==> src/rtl/guard_pkg.sv <==
package guard_pkg;
    localparam logic [7:0] OFS_CTRL = 8'h18;
    localparam logic [7:0] OFS_PROT = 8'h20;
    localparam logic [7:0] OFS_KEY  = 8'h24;

    localparam logic [7:0] KEY_FIRST  = 8'hCA;
    localparam logic [7:0] KEY_SECOND = 8'h53;

    typedef enum logic [1:0] {
        KEY_LOCKED = 2'd0,
        KEY_ARMED  = 2'd1,
        KEY_OPEN   = 2'd2
    } key_state_t;
endpackage

==> src/rtl/guard_key_fsm.sv <==
module guard_key_fsm
    import guard_pkg::*;
(
    input  logic       clk,
    input  logic       rst_n,
    input  logic       key_wr,
    input  logic [7:0] key_val,
    input  logic       ctrl_wr,
    output logic       unlock_open
);
    key_state_t state_q, state_d;

    // State register
    always_ff @(posedge clk) begin
        if (!rst_n) state_q <= KEY_LOCKED;
        else        state_q <= state_d;
    end

    // Next-state logic
    always_comb begin
        state_d = state_q;
        unique case (state_q)
            KEY_LOCKED: begin
                if (key_wr && key_val == KEY_FIRST) state_d = KEY_ARMED;
            end
            KEY_ARMED: begin
                if (key_wr) begin
                    if (key_val == KEY_SECOND)     state_d = KEY_OPEN;
                    else if (key_val == KEY_FIRST) state_d = KEY_ARMED;
                    else                           state_d = KEY_LOCKED;
                end
            end
            KEY_OPEN: begin
                if (key_wr)
                    state_d = (key_val == KEY_FIRST) ? KEY_ARMED : KEY_LOCKED;
                else if (ctrl_wr)
                    state_d = KEY_LOCKED;
            end
            default: state_d = KEY_LOCKED;
        endcase
    end

    // Outputs
    always_comb begin
        unlock_open = (state_q == KEY_OPEN);
    end
endmodule

==> src/rtl/guard_prot_bank.sv <==
module guard_prot_bank #(
    parameter int PAGES    = 32,
    parameter int ADDR_W   = 15,
    parameter int PAGE_LSB = 10
) (
    input  logic                             clk,
    input  logic                             rst_n,
    input  logic                             set_wr,
    input  logic [PAGES-1:0]                 set_mask,
    input  logic                             req_valid,
    input  logic                             req_we,
    input  logic [ADDR_W-1:PAGE_LSB]         req_page_bits,
    output logic [PAGES-1:0]                 prot_q,
    output logic                             grant,
    output logic                             viol
);
    localparam int PIW = $clog2(PAGES);

    logic [PIW-1:0] page_idx;
    logic           hit_prot;
    logic           blocked;

    assign page_idx = req_page_bits[PAGE_LSB +: PIW];
    assign hit_prot = prot_q[page_idx];
    assign blocked  = req_valid && req_we && hit_prot;
    assign grant    = req_valid && !blocked;

    generate
        if (ADDR_W > PAGE_LSB + PIW) begin : g_hi_unused
            logic unused_hi;
            assign unused_hi = ^req_page_bits[ADDR_W-1:PAGE_LSB+PIW];
        end
    endgenerate

    always_ff @(posedge clk) begin
        if (!rst_n) begin
            prot_q <= '0;
            viol   <= 1'b0;
        end else begin
            if (set_wr) prot_q <= prot_q | set_mask;
            viol <= blocked;
        end
    end
endmodule

==> src/rtl/guard_fault_route.sv <==
module guard_fault_route #(
    parameter int NBRK = 6
) (
    input  logic            clk,
    input  logic            rst_n,
    input  logic            set_en,
    input  logic            fault_in,
    output logic            route_q,
    output logic [NBRK-1:0] brk_out
);
    always_ff @(posedge clk) begin
        if (!rst_n)      route_q <= 1'b0;
        else if (set_en) route_q <= 1'b1;
    end

    generate
        for (genvar i = 0; i < NBRK; i++) begin : g_brk
            assign brk_out[i] = route_q & fault_in;
        end
    endgenerate
endmodule

==> src/rtl/sram_guard.sv <==
module sram_guard
    import guard_pkg::*;
#(
    parameter int PAGES    = 32,
    parameter int ADDR_W   = 15,
    parameter int PAGE_LSB = 10,
    parameter int NBRK     = 6
) (
    input  logic              clk,
    input  logic              rst_n,
    input  logic [7:0]        reg_addr,
    input  logic [31:0]       reg_wdata,
    input  logic              reg_we,
    output logic [31:0]       reg_rdata,
    input  logic              sram_valid,
    input  logic              sram_we,
    input  logic [ADDR_W-1:0] sram_addr,
    output logic              sram_grant,
    output logic              viol_pulse,
    output logic              erase_en,
    input  logic              fault_in,
    output logic [NBRK-1:0]   brk_out
);
    logic             wr_ctrl, wr_prot, wr_key;
    logic             unlock_open;
    logic             route_q;
    logic [PAGES-1:0] prot_q;
    logic [31:0]      prot_ext;
    logic             unused_addr_lo;

    assign wr_ctrl = reg_we && (reg_addr == OFS_CTRL);
    assign wr_prot = reg_we && (reg_addr == OFS_PROT);
    assign wr_key  = reg_we && (reg_addr == OFS_KEY);
    assign unused_addr_lo = ^sram_addr[PAGE_LSB-1:0];

    guard_key_fsm u_key (
        .clk         (clk),
        .rst_n       (rst_n),
        .key_wr      (wr_key),
        .key_val     (reg_wdata[7:0]),
        .ctrl_wr     (wr_ctrl),
        .unlock_open (unlock_open)
    );

    guard_prot_bank #(
        .PAGES    (PAGES),
        .ADDR_W   (ADDR_W),
        .PAGE_LSB (PAGE_LSB)
    ) u_prot (
        .clk           (clk),
        .rst_n         (rst_n),
        .set_wr        (wr_prot),
        .set_mask      (reg_wdata[PAGES-1:0]),
        .req_valid     (sram_valid),
        .req_we        (sram_we),
        .req_page_bits (sram_addr[ADDR_W-1:PAGE_LSB]),
        .prot_q        (prot_q),
        .grant         (sram_grant),
        .viol          (viol_pulse)
    );

    guard_fault_route #(.NBRK(NBRK)) u_route (
        .clk      (clk),
        .rst_n    (rst_n),
        .set_en   (wr_ctrl && reg_wdata[1]),
        .fault_in (fault_in),
        .route_q  (route_q),
        .brk_out  (brk_out)
    );

    always_ff @(posedge clk) begin
        if (!rst_n)                      erase_en <= 1'b0;
        else if (wr_ctrl && unlock_open) erase_en <= reg_wdata[0];
    end

    always_comb begin
        prot_ext = '0;
        prot_ext[PAGES-1:0] = prot_q;
    end

    always_comb begin
        unique case (reg_addr)
            OFS_CTRL: reg_rdata = {30'd0, route_q, erase_en};
            OFS_PROT: reg_rdata = prot_ext;
            default:  reg_rdata = '0;
        endcase
    end
endmodule

==> config.mk <==
export PLATFORM = sky130hd
export DESIGN_NAME = sram_guard
export DESIGN_NICKNAME = d
export VERILOG_FILES = /design/src/rtl/guard_pkg.sv /design/src/rtl/guard_key_fsm.sv /design/src/rtl/guard_prot_bank.sv /design/src/rtl/guard_fault_route.sv /design/src/rtl/sram_guard.sv
export SDC_FILE = /design/constraint.sdc
export NUM_CORES = 1
export LEC_CHECK = 0
export BUFFER_PORTS_ARGS = -buffer_cell sky130_fd_sc_hd__buf_2
export CAP_MARGIN = 10
export CELL_PAD_IN_SITES_DETAIL_PLACEMENT = 0
export CELL_PAD_IN_SITES_GLOBAL_PLACEMENT = 1
export CORE_MARGIN = 3
export CORE_UTILIZATION = 28
export DETAILED_ROUTE_END_ITERATION = 8
export PLACE_DENSITY = 0.77
export REMOVE_ABC_BUFFERS = 1
export SLEW_MARGIN = 20
export SYNTH_ARGS = -nofsm -noshare
export SYNTH_HDL_FRONTEND = slang
export SYNTH_SLANG_ARGS = --single-unit
==> constraint.sdc <==
create_clock -name clk -period 2.09 [get_ports clk]
set_input_delay 0.5225 -clock clk [delete_from_list [all_inputs] [get_ports clk]]
set_output_delay 0.5225 -clock clk [all_outputs]
set_load 0.01 [all_outputs]
### Word-level counts from Yosys, hierarchy flattened

Index checks and enable logic that the tools add are counted.

| word-level totals | value |
|---|---|
| register bits | 37 |
| output and inout port bits | 41 |
| logic and storage cells | 40 |

| operators by class | value |
|---|---|
| magnitude comparators | 1 |
| equal/unequal tests | 10 |
| muxes and demuxes | 10 |
| bitwise logic cells | 2 |
| reductions and logical operators | 12 |

Operators by type and width:

| cell | count |
|---|---|
| $pmux 32 s2 | 1 |
| $or 32x32->32 | 1 |
| $eq 8x6->1 const B | 2 |
| $mux 2 | 5 |
| $logic_and 1x1->1 | 9 |
| $eq 8x5->1 const B | 1 |
| $eq 8x7->1 const B | 1 |
| $eq 8x8->1 const B | 1 |
| $lt 5x6->1 const B | 1 |
| $pmux 2 s3 | 1 |
| $bmux 1 s5 | 1 |
| $ne 2x1->1 const B | 2 |
| $ne 3x2->1 const B | 1 |
| $reduce_and 3->1 | 1 |
| $eq 2x1->1 const B | 1 |
| $eq 2x2->1 const B | 1 |
| $logic_not 2->1 | 1 |
| $mux 1 | 2 |
| $and 1x1->1 | 1 |
| $logic_not 1->1 | 1 |

### Longest topological paths before layout

| logic depth | value |
|---|---|
| depth in word-level cells | 5 |
| mapped depth | 6 |

### Modules after synthesis

A second synthesis with hierarchy kept.

| second synthesis, totals | value |
|---|---|
| cells, all modules | 210 |
| area total of the unflattened synthesis | 2,003.2 um^2 |

Modules (own cells, without submodules):

| module | instances | cells an instance | area each (um^2) | sequential area each (um^2) |
|---|---|---|---|---|
| guard_prot_bank | 1 | 130 | 1,368.8 | 660.6 |
| sram_guard | 1 | 54 | 406.6 | 20.0 |
| guard_key_fsm | 1 | 18 | 155.1 | 40.0 |
| guard_fault_route | 1 | 8 | 72.6 | 20.0 |

### Worst setup path after synthesis

No wires, ideal clock.

| path | value |
|---|---|
| path kind | in2out |
| from | input sram_addr[10] |
| to | output sram_grant |
| arrival | 1.687 ns |
| slack | -0.119 ns |
| stages | 5 |
| buffers on the path | 1 |
| cell sequence | buf_6 > mux4_1 > o22ai_1 > o221ai_1 > a31oi_1 |

| between the ends | value |
|---|---|
| word-level cells in the longest chain between the ends | 5 |

RTL lines:

| element | line | RTL |
|---|---|---|
| start: declaration | sram_guard.sv:17 | `input logic [ADDR_W-1:0] sram_addr,` |
| $bmux 1 s5 | guard_prot_bank.sv:24 | `assign hit_prot = prot_q[page_idx];` |
| $mux 1 (not written as such) | guard_prot_bank.sv:24 |  |
| $logic_and 1x1->1 | guard_prot_bank.sv:25 | `assign blocked = req_valid && req_we && hit_prot;` |
| $logic_not 1->1 | guard_prot_bank.sv:26 | `assign grant = req_valid && !blocked;` |
| $logic_and 1x1->1 | guard_prot_bank.sv:26 |  |
| end: declaration | sram_guard.sv:18 | `output logic sram_grant,` |

No other way between the ends. The select of a mux whose other input is x is not followed.

### Final worst setup path

Same ends and word-level chain as after synthesis.

==> Implementation_results.wiki <==
{| class="wikitable"
! Metric !! Value
|-
| Status || complete, but fails checks
|-
| Violations in the final reports || negative setup slack
|-
| Top-level port count || around 100
|-
| Power share of the sequential group || 53.5%
|-
| P&R area growth vs syn || 58.80%
|-
| Area of the mapped netlist || 0.001849 mm²
|-
| Fin area || 0.002937 mm²
|-
| Final routed wire length divided by cell count || 14.69 µm
|-
| Part of the Yosys area used for sequential elements || 40.05%
|-
| Ordered list of cells on the worst path || buf_8 -> mux4_2 -> o22ai_2 -> o221ai_2 -> a31oi_1 -> buf_2
|-
| RR Startpoint || u_prot.prot_q[6]$_SDFFE_PN0P_
|-
| Number of placement rows || 28
|-
| Detailed Route Iter0 Violations || 87
|-
| ANT nets after route || 0
|-
| Antenna cells || 0
|-
| Clock share of power || 35.4%
|-
| Count of buffer and inverter cells on the critical path || 2
|-
| Final-layout worst hold slack || 0.4693 ns
|-
| Buffer depth of the longest clock path || 2
|-
| Max VDD drop || around 0.00028 V
|-
| Vias in the first global route || 1759
|-
| Placed Cells incl. Taps || about 370
|-
| CP Data Required Time || 1.57 ns
|-
| Critical Path Start Type || input pin
|-
| Arrival time of data at the critical path endpoint || 1.77 ns
|-
| Final core utilization || 47.63%
|-
| Clock tree root buffer cell || sky130_fd_sc_hd__clkbuf_8
|-
| Synthesis Warnings || 0
|-
| Final weighted congestion in routability-driven placement || 0.8175
|-
| Sink count of the clock tree || 37
|-
| Sw frac || 22.83%
|-
| Number of nets in the final layout || 371
|-
| GRT overflow || 0
|-
| Worst setup skew after layout || 0.003331 ns
|-
| Final Routed Wirelength || 5.672 mm
|-
| Via total after detailed routing || 1845
|-
| Initial Utilization || between 20% and 30%
|-
| Final Instance Count excl. Fillers || around 390
|-
| Delay of the slowest cell on the worst path || between 0.5 and 0.6 ns
|-
| Setup repair after global routing missed its margin || true
|-
| Pin count of the biggest net entering global routing || 33
|-
| Detailed Routing Iterations Pass 1 || 4
|-
| Clock tree from TritonCTS || yes
|-
| Post-CTS clock slew at the launch and capture registers of the worst setup and hold paths || 0.07 ns
|-
| Die span in y || 87.27 µm
|-
| Overall die area || 0.007616 mm²
|-
| First element of the critical path || sram_addr[10]
|-
| Cell class contributing the biggest share of worst-path delay || multiplexers
|-
| Setup-failing EPs final || 33
|-
| Period minus WS final || 2.294 ns
|-
| Final Power || between 1 and 1.5 mW
|-
| Maximum level of the CTS H-tree || 2
|-
| Total Routing Usage GR || 14.28%
|-
| Yosys cell types || 35
|-
| Worst-path fanout max || 4
|-
| Mapped Cells || between 200 and 250
|-
| HPWL reported at the end of detailed placement || 4.043 mm
|-
| Cell Area, Placed || 0.002441 mm²
|-
| Initial antenna violation count || 0
|-
| Seq cells post-synth || 37
|-
| Worst setup EP type || output port
|-
| Remaining design rule violation count || 0
|-
| Highest-delay cell along the critical path || sky130_fd_sc_hd__mux4_2
|-
| Average cell area after synthesis || a little under 9 µm²
|-
| Worst Setup Path Type || in2out
|-
| Slew at the pin closest to its max-slew limit || 0.2525 ns
|-
| Max-slew headroom || 82.94%
|-
| Part of the total power dissipated in combinational logic || ~11%
|-
| Leakage component of the power || roughly 1.3 nW
|-
| Num CTS Buffers || 5
|-
| First-pass GRT wire length || 8.514 mm
|-
| Hold path startpoint || reg_wdata[19]
|-
| P_int || 1.018 mW
|-
| Ratio of cells with drive above 1 in the final layout || between 50% and 60%
|-
| Max-slew violation count || 0
|-
| Final WS setup || -0.2038 ns
|-
| Clock latency of the later-clocked register in the worst-skew pair || 0.28 ns
|-
| Total power per unit cell area || 449.4 mW/mm²
|-
| Area of the core || 0.006166 mm²
|-
| Average vias per placed instance || 4.780
|-
| Number of max-cap violations || 0
|-
| Maximum operating frequency || 436.0 MHz
|-
| Die boundary width || about 87 µm
|-
| Sw Pwr || 0.3013 mW
|-
| Total of buffers placed on input and output ports || 91
|-
| Tightest Hold Check Type || in2reg
|-
| Final hold viol count || 0
|-
| Share of the cycle needed by the critical path after routing || 109.8%
|}
## worst register-to-register path, stage by stage, from the launching register on
cell and delay (ns):
sky130_fd_sc_hd__dfxtp_2 0.34, sky130_fd_sc_hd__mux4_2 0.47, sky130_fd_sc_hd__mux2i_2 0.18, sky130_fd_sc_hd__o221ai_2 0.12, sky130_fd_sc_hd__and4b_1 0.20
## metrics by stage
step                      setup TNS [ns]  setup WS, ns
after global placement            -5.498       -0.3651
after global routing              -3.357       -0.3003
after detailed placement          -6.220       -0.3618
after CTS                         -2.484       -0.2033
final                             -1.826       -0.2038
after floorplan                   -2.233      -0.09159
## worst paths after layout
kind	endpoint	slack, ns	cells after the start
setup reg to reg	u_prot.viol$_SDFF_PN0_	0.66	4
hold reg to reg	u_prot.prot_q[3]$_SDFFE_PN0P_	0.49	2
setup / recovery	sram_grant	-0.20	6
hold / removal	u_prot.prot_q[19]$_SDFFE_PN0P_	0.47	3
## Yosys cell counts (all sizes together)
cell	number	area, µm²
a21oi	35	175.2
a22o	2	17.52
a31oi	2	12.51
a41oi	1	8.760
and2	31	193.9
and3	2	12.51
and4	1	8.760
and4b	2	20.02
buf	11	80.08
clkbuf	6	22.52
clkinv	1	3.750
dfxtp	37	740.7
inv	5	18.77
mux2	2	22.52
mux2i	6	60.06
mux4	6	153.9
nand2	4	15.01
nand2b	2	12.51
nand3	1	5.000
nand4	2	12.51
nand4b	2	17.52
nand4bb	2	22.52
nor2	35	131.4
nor3	1	5.000
nor4	2	12.51
nor4b	1	8.760
nor4bb	2	20.02
o211ai	1	7.510
o21ai	1	5.000
o221ai	1	8.760
o22ai	1	6.260
o31ai	1	7.510
## per-layer routing
layer | part of all wire, % | up-vias | track usage, %
li1 | - | 935 | -
met1 | 45 | 850 | 18.99
met2 | 49 | 55 | 23.77
met3 | 5.1 | 5 | 2.554
met4 | 0.76 | 0 | 3.766
met5 | 0 | - | 0
## cell usage in the layout (no fill, tap or decap), types with 2 or more instances in the layout
master / instances
sky130_fd_sc_hd__buf_2: 57
sky130_fd_sc_hd__dfxtp_2: 4
sky130_fd_sc_hd__and2_1: 2
sky130_fd_sc_hd__mux2_2: 2
sky130_fd_sc_hd__and4b_1: 2
sky130_fd_sc_hd__a31oi_1: 2
sky130_fd_sc_hd__nor2_1: 35
sky130_fd_sc_hd__and2_4: 29
sky130_fd_sc_hd__buf_4: 14
sky130_fd_sc_hd__nor4bb_1: 2
sky130_fd_sc_hd__nand2_1: 4
sky130_fd_sc_hd__nand4b_1: 2
sky130_fd_sc_hd__mux4_2: 5
sky130_fd_sc_hd__nand4bb_1: 2
sky130_fd_sc_hd__nand4_1: 2
sky130_fd_sc_hd__clkinv_2: 2
sky130_fd_sc_hd__a21oi_1: 35
sky130_fd_sc_hd__nand2b_1: 2
sky130_fd_sc_hd__dfxtp_1: 33
sky130_fd_sc_hd__inv_1: 5
sky130_fd_sc_hd__buf_12: 2
sky130_fd_sc_hd__clkbuf_8: 5
sky130_fd_sc_hd__a22o_1: 2
sky130_fd_sc_hd__buf_6: 32
sky130_fd_sc_hd__buf_8: 4
sky130_fd_sc_hd__mux2i_1: 5
## registers in the layout (all words and copies together) (netlist names)
name             flops
u_prot.prot_q       32
u_key.state_q        2
erase_en             1
u_prot.viol          1
u_route.route_q      1
## cell type report
type	instances	area, µm²
clock buffer	6	72.57
clock inverter	2	10.01
fill	608	3229
inverter	6	22.52
multi-input combinational	149	1089
sequential	37	745.7
tap	75	93.84
timing repair buffer	111	903.4
## kinds of logic after synthesis
kind of cell	Yosys count	synth area share (%)
simple gates	90	26.93
compound gates	45	13.46
flops	37	40.05
buf+inv	23	6.766
mux	14	12.79
## power by group through the flow
stage / Clock (mW) / Sequential (mW) / Combinational [mW]
after CTS: 0.490 / 0.706 / 0.144
final: 0.467 / 0.707 / 0.146
after floorplan: 0 / 0.723 / 0.0329
after global routing: 0.514 / 0.706 / 0.159
after detailed placement: 0 / 0.723 / 0.128
after global placement: 0 / 0.723 / 0.125
## what timing repair did
item,4_1_cts,5_1_grt
pin swaps,11,16
hold buffers,0,0
gates resized for setup,36,58
endpoints found under the hold margin,0,0
setup endpoints to repair,33,33
gates cloned,2,1
buffers inserted,2,1
Power figures use the tool's default switching activity.
